**config.mk**
```make
export PLATFORM = sky130hd
export DESIGN_NAME = stk_eval
export DESIGN_NICKNAME = d
export VERILOG_FILES = /design/src/rtl/stk_eval_pkg.sv /design/src/rtl/stk_eval_alu.sv /design/src/rtl/stk_eval_store.sv /design/src/rtl/stk_eval.sv
export SDC_FILE = /design/constraint.sdc
export NUM_CORES = 1
export LEC_CHECK = 0
export CAP_MARGIN = 20
export CORE_ASPECT_RATIO = 0.9
export CORE_MARGIN = 1
export CORE_UTILIZATION = 65
export DETAILED_ROUTE_END_ITERATION = 10
export DONT_BUFFER_PORTS = 1
export GPL_TIMING_DRIVEN = 1
export PLACE_DENSITY = 0.81
export SLEW_MARGIN = 5
export SYNTH_ARGS = -nofsm -noshare
export SYNTH_HDL_FRONTEND = slang
export SYNTH_HIERARCHICAL = 1
export SYNTH_SLANG_ARGS = --single-unit
```
**constraint.sdc**
```tcl
create_clock -name clk -period 23.5 [get_ports clk]
set_clock_uncertainty 0.1 [all_clocks]
set_input_delay 4.7 -clock clk [delete_from_list [all_inputs] [get_ports clk]]
set_output_delay 4.7 -clock clk [all_outputs]
set_load 0.005 [all_outputs]
```
**src/rtl/stk_eval_pkg.sv**
```systemverilog
package stk_eval_pkg;

   localparam logic [2:0] OPC_PUSH = 3'd0;
   localparam logic [2:0] OPC_POP  = 3'd1;
   localparam logic [2:0] OPC_ADD  = 3'd2;
   localparam logic [2:0] OPC_MUL  = 3'd3;
   localparam logic [2:0] OPC_NEG  = 3'd4;

   typedef enum logic [1:0] {
      SEQ_IDLE = 2'd0,
      SEQ_EXEC = 2'd1,
      SEQ_LOAD = 2'd2
   } seq_state_e;

endpackage

```
**src/rtl/stk_eval_alu.sv**
```systemverilog
module stk_eval_alu #(
   parameter int DW       = 16,
   parameter bit FAST_MUL = 1'b1
) (
   input  logic [2:0]    op,
   input  logic [DW-1:0] top_val,
   input  logic [DW-1:0] nxt_val,
   output logic [DW-1:0] result
);
   import stk_eval_pkg::*;

   logic [DW-1:0] prod;

   generate
      if (FAST_MUL) begin : g_mul_native
         assign prod = nxt_val * top_val;
      end else begin : g_mul_shift
         always_comb begin
            prod = '0;
            for (int i = 0; i < DW; i++) begin
               if (top_val[i]) prod = prod + (nxt_val << i);
            end
         end
      end
   endgenerate

   always_comb begin
      case (op)
         OPC_ADD: result = nxt_val + top_val;
         OPC_MUL: result = prod;
         OPC_NEG: result = '0 - top_val;
         default: result = top_val;
      endcase
   end

endmodule

```
**src/rtl/stk_eval_store.sv**
```systemverilog
module stk_eval_store #(
   parameter int DW    = 16,
   parameter int DEPTH = 8,
   parameter int IW    = 3
) (
   input  logic          clk,
   input  logic          rst_n,
   input  logic          wr_en,
   input  logic [IW-1:0] wr_idx,
   input  logic [DW-1:0] wr_data,
   input  logic          clr_en,
   input  logic [IW-1:0] clr_idx,
   input  logic [IW-1:0] rd_a_idx,
   output logic [DW-1:0] rd_a,
   input  logic [IW-1:0] rd_b_idx,
   output logic [DW-1:0] rd_b
);

   logic [DW-1:0] ent [DEPTH];

   generate
      for (genvar g = 0; g < DEPTH; g++) begin : g_ent
         always_ff @(posedge clk or negedge rst_n) begin
            if (!rst_n) begin
               ent[g] <= '0;
            end else if (wr_en && wr_idx == IW'(g)) begin
               ent[g] <= wr_data;
            end else if (clr_en && clr_idx == IW'(g)) begin
               ent[g] <= '0;
            end
         end
      end
   endgenerate

   assign rd_a = ent[rd_a_idx];
   assign rd_b = ent[rd_b_idx];

   // a result write and a scrub never aim at the same slot
   assert_port_split_R5: assert property (@(posedge clk) disable iff (!rst_n)
      !(wr_en && clr_en && wr_idx == clr_idx));

endmodule

```
**src/rtl/stk_eval.sv**
```systemverilog
module stk_eval #(
   parameter int DW       = 16,
   parameter int AW       = 8,
   parameter int DEPTH    = 8,
   parameter bit FAST_MUL = 1'b1
) (
   input  logic                       clk,
   input  logic                       rst_n,
   input  logic                       cmd_valid,
   input  logic [2:0]                 cmd_op,
   input  logic [AW-1:0]              cmd_addr,
   output logic                       busy,
   output logic                       done,
   output logic                       err,
   output logic [$clog2(DEPTH+1)-1:0] level,
   output logic [DW-1:0]              tos_data,
   output logic [AW-1:0]              mem_addr,
   output logic                       mem_we,
   output logic [DW-1:0]              mem_wdata,
   input  logic [DW-1:0]              mem_rdata
);
   import stk_eval_pkg::*;

   localparam int SPW = $clog2(DEPTH + 1);
   localparam int IW  = $clog2(DEPTH);
   localparam logic [SPW-1:0] LVL_FULL = SPW'(DEPTH);
   localparam logic [SPW-1:0] LVL_ONE  = SPW'(1);
   localparam logic [SPW-1:0] LVL_TWO  = SPW'(2);

   if (DEPTH < 2) begin : g_bad_depth
      $error("stk_eval: DEPTH must be at least 2");
   end
   if (DW < 2) begin : g_bad_dw
      $error("stk_eval: DW must be at least 2");
   end
   if (AW < 1) begin : g_bad_aw
      $error("stk_eval: AW must be at least 1");
   end

   seq_state_e     st_q;
   logic [2:0]     op_q;
   logic [AW-1:0]  addr_q;
   logic [SPW-1:0] sp_q;
   logic           done_q;
   logic           err_q;

   logic [SPW-1:0] sp_m1, sp_m2;
   logic [IW-1:0]  idx_top, idx_nxt, idx_free, rd_top_idx;
   logic [DW-1:0]  top_val, nxt_val, alu_res;
   logic           fault, go;
   logic           wr_en, clr_en;
   logic [IW-1:0]  wr_idx, clr_idx;
   logic [DW-1:0]  wr_data;

   assign sp_m1      = sp_q - LVL_ONE;
   assign sp_m2      = sp_q - LVL_TWO;
   assign idx_top    = sp_m1[IW-1:0];
   assign idx_nxt    = sp_m2[IW-1:0];
   assign idx_free   = sp_q[IW-1:0];
   assign rd_top_idx = (sp_q == '0) ? '0 : idx_top;

   stk_eval_store #(.DW(DW), .DEPTH(DEPTH), .IW(IW)) u_store (
      .clk      (clk),
      .rst_n    (rst_n),
      .wr_en    (wr_en),
      .wr_idx   (wr_idx),
      .wr_data  (wr_data),
      .clr_en   (clr_en),
      .clr_idx  (clr_idx),
      .rd_a_idx (rd_top_idx),
      .rd_a     (top_val),
      .rd_b_idx (idx_nxt),
      .rd_b     (nxt_val)
   );

   stk_eval_alu #(.DW(DW), .FAST_MUL(FAST_MUL)) u_alu (
      .op      (op_q),
      .top_val (top_val),
      .nxt_val (nxt_val),
      .result  (alu_res)
   );

   always_comb begin
      case (op_q)
         OPC_PUSH:         fault = (sp_q == LVL_FULL);
         OPC_POP, OPC_NEG: fault = (sp_q == '0);
         OPC_ADD, OPC_MUL: fault = (sp_q < LVL_TWO);
         default:          fault = 1'b0;
      endcase
   end

   assign go = (st_q == SEQ_EXEC) && !fault;

   always_comb begin
      wr_en   = 1'b0;
      wr_idx  = idx_free;
      wr_data = mem_rdata;
      clr_en  = 1'b0;
      clr_idx = idx_top;
      if (st_q == SEQ_LOAD) begin
         wr_en = 1'b1;
      end else if (go) begin
         case (op_q)
            OPC_ADD, OPC_MUL: begin
               wr_en   = 1'b1;
               wr_idx  = idx_nxt;
               wr_data = alu_res;
               clr_en  = 1'b1;
            end
            OPC_NEG: begin
               wr_en   = 1'b1;
               wr_idx  = idx_top;
               wr_data = alu_res;
            end
            OPC_POP: clr_en = 1'b1;
            default: ;
         endcase
      end
   end

   always_ff @(posedge clk or negedge rst_n) begin
      if (!rst_n) begin
         st_q   <= SEQ_IDLE;
         op_q   <= '0;
         addr_q <= '0;
         sp_q   <= '0;
         done_q <= 1'b0;
         err_q  <= 1'b0;
      end else begin
         done_q <= 1'b0;
         case (st_q)
            SEQ_IDLE: begin
               if (cmd_valid) begin
                  op_q   <= cmd_op;
                  addr_q <= cmd_addr;
                  st_q   <= SEQ_EXEC;
               end
            end
            SEQ_EXEC: begin
               if (fault) begin
                  err_q  <= 1'b1;
                  done_q <= 1'b1;
                  st_q   <= SEQ_IDLE;
               end else if (op_q == OPC_PUSH) begin
                  st_q <= SEQ_LOAD;
               end else begin
                  done_q <= 1'b1;
                  st_q   <= SEQ_IDLE;
                  if (op_q == OPC_POP || op_q == OPC_ADD || op_q == OPC_MUL) sp_q <= sp_m1;
               end
            end
            SEQ_LOAD: begin
               sp_q   <= sp_q + LVL_ONE;
               done_q <= 1'b1;
               st_q   <= SEQ_IDLE;
            end
            default: st_q <= SEQ_IDLE;
         endcase
      end
   end

   assign busy      = (st_q != SEQ_IDLE);
   assign done      = done_q;
   assign err       = err_q;
   assign level     = sp_q;
   assign tos_data  = top_val;
   assign mem_addr  = addr_q;
   assign mem_we    = go && (op_q == OPC_POP);
   assign mem_wdata = top_val;

   assert_sp_bound_R7: assert property (@(posedge clk) disable iff (!rst_n)
      sp_q <= LVL_FULL);
   assert_done_pulse_R10: assert property (@(posedge clk) disable iff (!rst_n)
      done |=> !done);
   assert_done_idle_R10: assert property (@(posedge clk) disable iff (!rst_n)
      done |-> !busy);
   assert_err_sticky_R9: assert property (@(posedge clk) disable iff (!rst_n)
      err |=> err);
   assert_push_grow_R3: assert property (@(posedge clk) disable iff (!rst_n)
      (st_q == SEQ_LOAD) |=> (sp_q == $past(sp_q) + LVL_ONE));
   assert_fault_hold_R8: assert property (@(posedge clk) disable iff (!rst_n)
      (st_q == SEQ_EXEC && fault) |=> $stable(sp_q));

endmodule

```
### Word-level counts from Yosys, hierarchy flattened

Index checks and enable logic that the tools add are counted.

* $add $sub $neg: 5
* shift-type cells: 0
* multiplexer cells: 48
* order comparisons: 3
* bitwise gates (word level): 2
* divide/modulo/power cells: 0
* multiply operators: 1
* eq/ne operators: 25
* reductions and logical operators: 43

Operators by type and width (number)
* two-way mux 16 bit: 23
* binary-select mux 16 bit (select 3 bit): 2
* case mux 16 bit (3 select lines): 1
* == test 3 bit, second input constant: 9
* nonzero test 2 bit: 10
* == test 3 x 2 -> 1 bit, second input constant: 6
* logical AND 1 bit: 18
* adder 16 bit: 1
* multiplier 16 x 16 -> 16 bit: 1
* subtractor 1 x 16 -> 16 bit, first input constant: 1
* two-way mux 4 bit: 3
* == test 3 x 1 -> 1 bit, second input constant: 3
* zero test 3 bit: 3
* two-way mux 3 bit: 3
* >= comparator 4 bit, second input constant: 2
* two-way mux 1 bit: 8
* NOT 3 -> 4 bit: 2
* case mux 4 bit (2 select lines): 1
* two-way mux 2 bit: 3
* != test 2 bit, second input constant: 3
* case mux 3 bit (2 select lines): 1
* OR reduction 3 bit: 2
* adder 4 x 1 -> 4 bit, second input constant: 1
* == test 4 bit, second input constant: 1
* 16 further kinds: 19

* word-level logic and storage cells: 141
* bits in read-only memories: 0
* latch bits: 0
* output and inout port bits: 48
* input bits: 30
* register bits after elaboration: 147
* RAM bits: 0
* memories: 0

### Logic depth before layout (Yosys ltp)

* depth in word-level cells: 12
* gate-level depth with buffers: 32

### Hierarchy

The synthesis kept the hierarchy.

Modules (own cells, without submodules)
* stk_eval_store: cells each 429, times used 1, area an instance 6716.4 um2, sequential area each 3203.1 um2
* stk_eval_alu: cells each 685, times used 1, area an instance 5361.4 um2, sequential area each 0.0 um2
* stk_eval: cells each 150, times used 1, area an instance 1569.0 um2, sequential area each 475.5 um2

### Least setup slack after synthesis

No wires, ideal clock.

* path kind: register -> register
* start: register sp_q[0], in the netlist level[0]
* end: register u_store/ent[108] (netlist bit)
* path slack: 15.196 ns
* setup time: 0.121 ns
* arrival: 8.083 ns
* buffers on the path: 5
* cell stages (with the launch flop): 31
* path through: dfrtp_1 -> inv_1 -> ha_1 -> or3b_4 -> and2_2 -> buf_2 -> buf_4 -> mux4_2 -> mux2_2 -> buf_2 -> clkbuf_1 -> and2_1 -> fa_1 -> inv_1 -> fa_1 -> fa_1 -> fa_1 -> inv_1 -> fa_1 -> inv_1 -> fa_1 -> inv_1 -> ha_1 -> a21o_1 -> a41o_1 -> xor2_1 -> a221oi_1 -> a21oi_1 -> mux2_4 -> buf_1 -> a22o_1

* cells in the longest elaborated chain, start to end: 12
* elaborated cells on any way between the ends: 37
* those cells by class: add/sub (4); mul (1); order compare (1); eq/ne (3); mux (20); bitwise (2); reduce/logical (6)

Ends and longest elaborated chain
* start: declaration: line stk_eval.sv:43 `logic [SPW-1:0] sp_q;`
* start signal: assignment: line stk_eval.sv:149 `if (op_q == OPC_POP || op_q == OPC_ADD || op_q == OPC_MUL) sp_q <= sp_m1;`
* start signal: assignment: line stk_eval.sv:153 `sp_q <= sp_q + LVL_ONE;`
* subtractor 4 x 1 -> 4 bit *: line stk_eval.sv:55 `assign sp_m1 = sp_q - LVL_ONE;`
* via sp_m1[0]: line stk_eval.sv:47 `logic [SPW-1:0] sp_m1, sp_m2;`
* two-way mux 3 bit *: line stk_eval.sv:60 `assign rd_top_idx = (sp_q == '0) ? '0 : idx_top;`
* via rd_top_idx[0]: line stk_eval.sv:48 `logic [IW-1:0] idx_top, idx_nxt, idx_free, rd_top_idx;`
* NOT 3 -> 4 bit (not written as such) *: line stk_eval_store.sv:35 `assign rd_a = ent[rd_a_idx];`
* binary-select mux 16 bit (select 3 bit) *: line stk_eval_store.sv:35
* two-way mux 16 bit (not written as such) * (2 in series): line stk_eval_store.sv:35
* via mem_wdata[1]: line stk_eval.sv:19 `output logic [DW-1:0] mem_wdata,`
* multiplier 16 x 16 -> 16 bit, or another cell as far along: line stk_eval_alu.sv:16 `assign prod = nxt_val * top_val;`
* case mux 16 bit (3 select lines) *: line stk_eval_alu.sv:28 `case (op)`
* via alu_res[12]: line stk_eval.sv:49 `logic [DW-1:0] top_val, nxt_val, alu_res;`
* two-way mux 16 bit *: line stk_eval.sv:103 `case (op_q)`
* two-way mux 16 bit *: line stk_eval.sv:102 `end else if (go) begin`
* two-way mux 16 bit *: line stk_eval.sv:100 `if (st_q == SEQ_LOAD) begin`
* via wr_data[12]: line stk_eval.sv:53 `logic [DW-1:0] wr_data;`
* two-way mux 16 bit *: line stk_eval_store.sv:26 `end else if (wr_en && wr_idx == IW'(g)) begin`
* end signal: indexed assignment: line stk_eval_store.sv:27 `ent[g] <= wr_data;`
* end: declaration: line stk_eval_store.sv:19 `logic [DW-1:0] ent [DEPTH];`

Mark *: on every way through the listed nets, which the timed path passes. The rest lies on a longest branch. The select of a mux whose other input is x is not followed.
A chain may end at the register's enable or synchronous reset.

### Worst setup path in the final report

* start: register sp_q[0], in the netlist level[0]
* end: register u_store/ent[76] (netlist bit)

Same word-level chain as after synthesis.

==> summary.txt <==
CTS tree -> done
Largest net degree at the start of global routing -> 148
Final setup fails -> 0
Slew Viols, Final -> 0
First-pass GRT wire length -> 61800 um
Data required, critical path -> 23.70 ns
Share of cells above drive strength 1 -> 0.169
Drt total wl -> 39100 um
Reg clk slew, reported paths -> 0.06 ns
Maximum level of the CTS H-tree -> 4
Area Overhead vs Synth -> 3.29%
Final Cycle Share -> 0.372
Initial DRC count -> 1288
Commonest cells post-synth -> 147 x dfrtp_1, 132 x inv_1, 129 x a22o_1, 96 x nand2_1, 80 x fa_1
ANT nets after route -> 0
Crit path time final -> 8.75 ns
Critical Path AT -> 8.95 ns
Dpl hpwl -> 25300 um
Post-layout nets -> 1370
Share of flip-flops with an asynchronous set or reset -> 1.00
Critical-path top delay cell -> fa_1
Final Cell Area -> 0.0141 mm^2
Initial Util -> 0.672
Die ar. -> 0.0216 mm^2
Top-area cell type share of the netlist area -> 0.270
Die X -> 155 um
Hold Path Class -> reg2reg
Ys flop type -> dfrtp_1
Count leader, synth -> dfrtp_1
Drt via density -> 7.04
Worst Setup Path Type -> reg2reg
Critical path's top delay family -> adder cells
RSZ-0062 raised after global routing -> false
Slew margin rel. -> 0.188
CP Launch Type -> flip-flop
Area leader, netlist -> dfrtp_1
Resize count post-CTS -> 0
Syn Nets -> 1449
CTS Root Cell -> clkbuf_16
Critical-path maximum fanout -> 32
Buf/Inv on CP -> 5
Crit end category -> flip-flop
Worst-Margin Slew -> 1.22 ns
Flop and latch count out of synthesis -> 147
Avg WL per Cell -> 26.5 um
DRT Pass-1 Iters -> 7
Setup TNS -> 0 ns
Post-synth EDFFs -> 0
Die Y -> 139 um
Clk Latency, worst-skew pair -> 0.42 ns
Max Clk Rate -> 0.114 GHz
Worst path most repeated cell -> fa_1
Post-synth design cell area -> 0.0136 mm^2
Clock buffer depth -> 2
Number of port buffers -> 0
Fin Hold WS -> 0.390 ns
Status -> finished, final reports clean
Fillers -> 1448
Seq/Total Area, Yosys -> 0.270
Via Count -> 10.4k
DP Area -> 0.0135 mm^2
Fin. Hold Viols -> 0
Initial antenna violation count -> 1
GRT Total Usage -> 0.382
Avg Inst Size Synth -> 10.8 um^2
# hold bufs at CTS -> 0
Routability congestion estimate -> 0.939
Syn Inst Count -> 1264
DP Cell Count -> 1444
FP Rows -> 49
MaxCap Viol Count -> 0
Total CTS buffers -> 17
CP max stage delay -> 0.56 ns
Area contributors post-synth -> dfrtp_1 27%, fa_1 12%, mux4_2 11%, a22o_1 8.3%, ha_1 6.9%
I/O pin cnt -> 78
Vias in the first global route -> 10.7k
Area of the core -> 0.0203 mm^2
Post-CTS Setup Bufs -> 0
DRC -> 0
Sink Count -> 147
Synth Warn # -> 6
Final std cells w/o fill -> 1479
Global route total overflow -> 0
Synth cell types -> 87
## stage by stage
step                      utilization  setup slack (ns)
after detailed placement        0.664             14.86
after global routing            0.694             14.42
after global placement          0.664             15.02
final                           0.695             14.75
after floorplan                     -             15.20
after CTS                       0.693             14.79
## cells by family (layout without fill, tap and decap cells)
family          Yosys count  in the layout  share of synthesized area
simple gates            273            273                      0.108
compound gates          263            263                      0.158
buf+inv                 243            177                     0.0812
fa+ha+maj               155            155                      0.186
flops                   147            147                      0.270
mux                     129            129                      0.161
xor+xnor                 54             54                     0.0357
other cells               0              1                          0
## path summary, 6_finish.rpt
path | from | to | slack [ns] | depth (start not counted)
setup / recovery | level[0] | u_store/ent[76] | 14.75 | 27
hold / removal | err | err | 0.39 | 1
setup reg to reg | level[0] | u_store/ent[76] | 14.75 | 27
hold reg to reg | err | err | 0.39 | 1
max in group asynchronous | rst_n | u_store/ent[113] | 19.07 | 0
min in group asynchronous | rst_n | mem_addr[1] | 3.87 | 0
## state kept, by name, summed over array words and instances (netlist names)
| name | cells |
|---|---|
| mem_addr | 8 |
| op_q | 3 |
| done | 1 |
| st_q | 2 |
| level | 4 |
| u_store/ent | 128 |
| err | 1 |
## cell usage in the layout (no fill, tap or decap), types with 12 or more instances in the layout
master,instances
a22o_1,129
inv_1,132
xnor2_1,41
fa_1,80
xor2_1,12
and2_1,65
clkbuf_16,17
dfrtp_1,146
nor3_1,15
mux4_2,64
ha_1,75
mux2_2,50
a21oi_1,28
nor2_1,31
nand2_1,96
o21ai_0,26
## routing by layer
layer  global-route usage  up-vias  share of wire
met5                    0        -        0.00028
met4                0.141        2          0.035
met3                0.126      128           0.14
met2                0.566      738           0.44
met1                0.527     5238           0.39
li1                     -     4313              -
## cell type report
class	count	area, um^2	area share
Multi-Input combinational cell	874	8870	0.630
Sequential cell	147	3680	0.261
Inverter	133	499	0.0354
Clock buffer	18	439	0.0312
Tap cell	280	350	0.0249
Clock inverter	14	145	0.0103
Timing Repair Buffer	12	105	0.00746
Antenna cell	1	2.50	0.000178
Power is not shown: default switching activity piles up to over one toggle a cycle in this logic, so the estimate is an artifact.
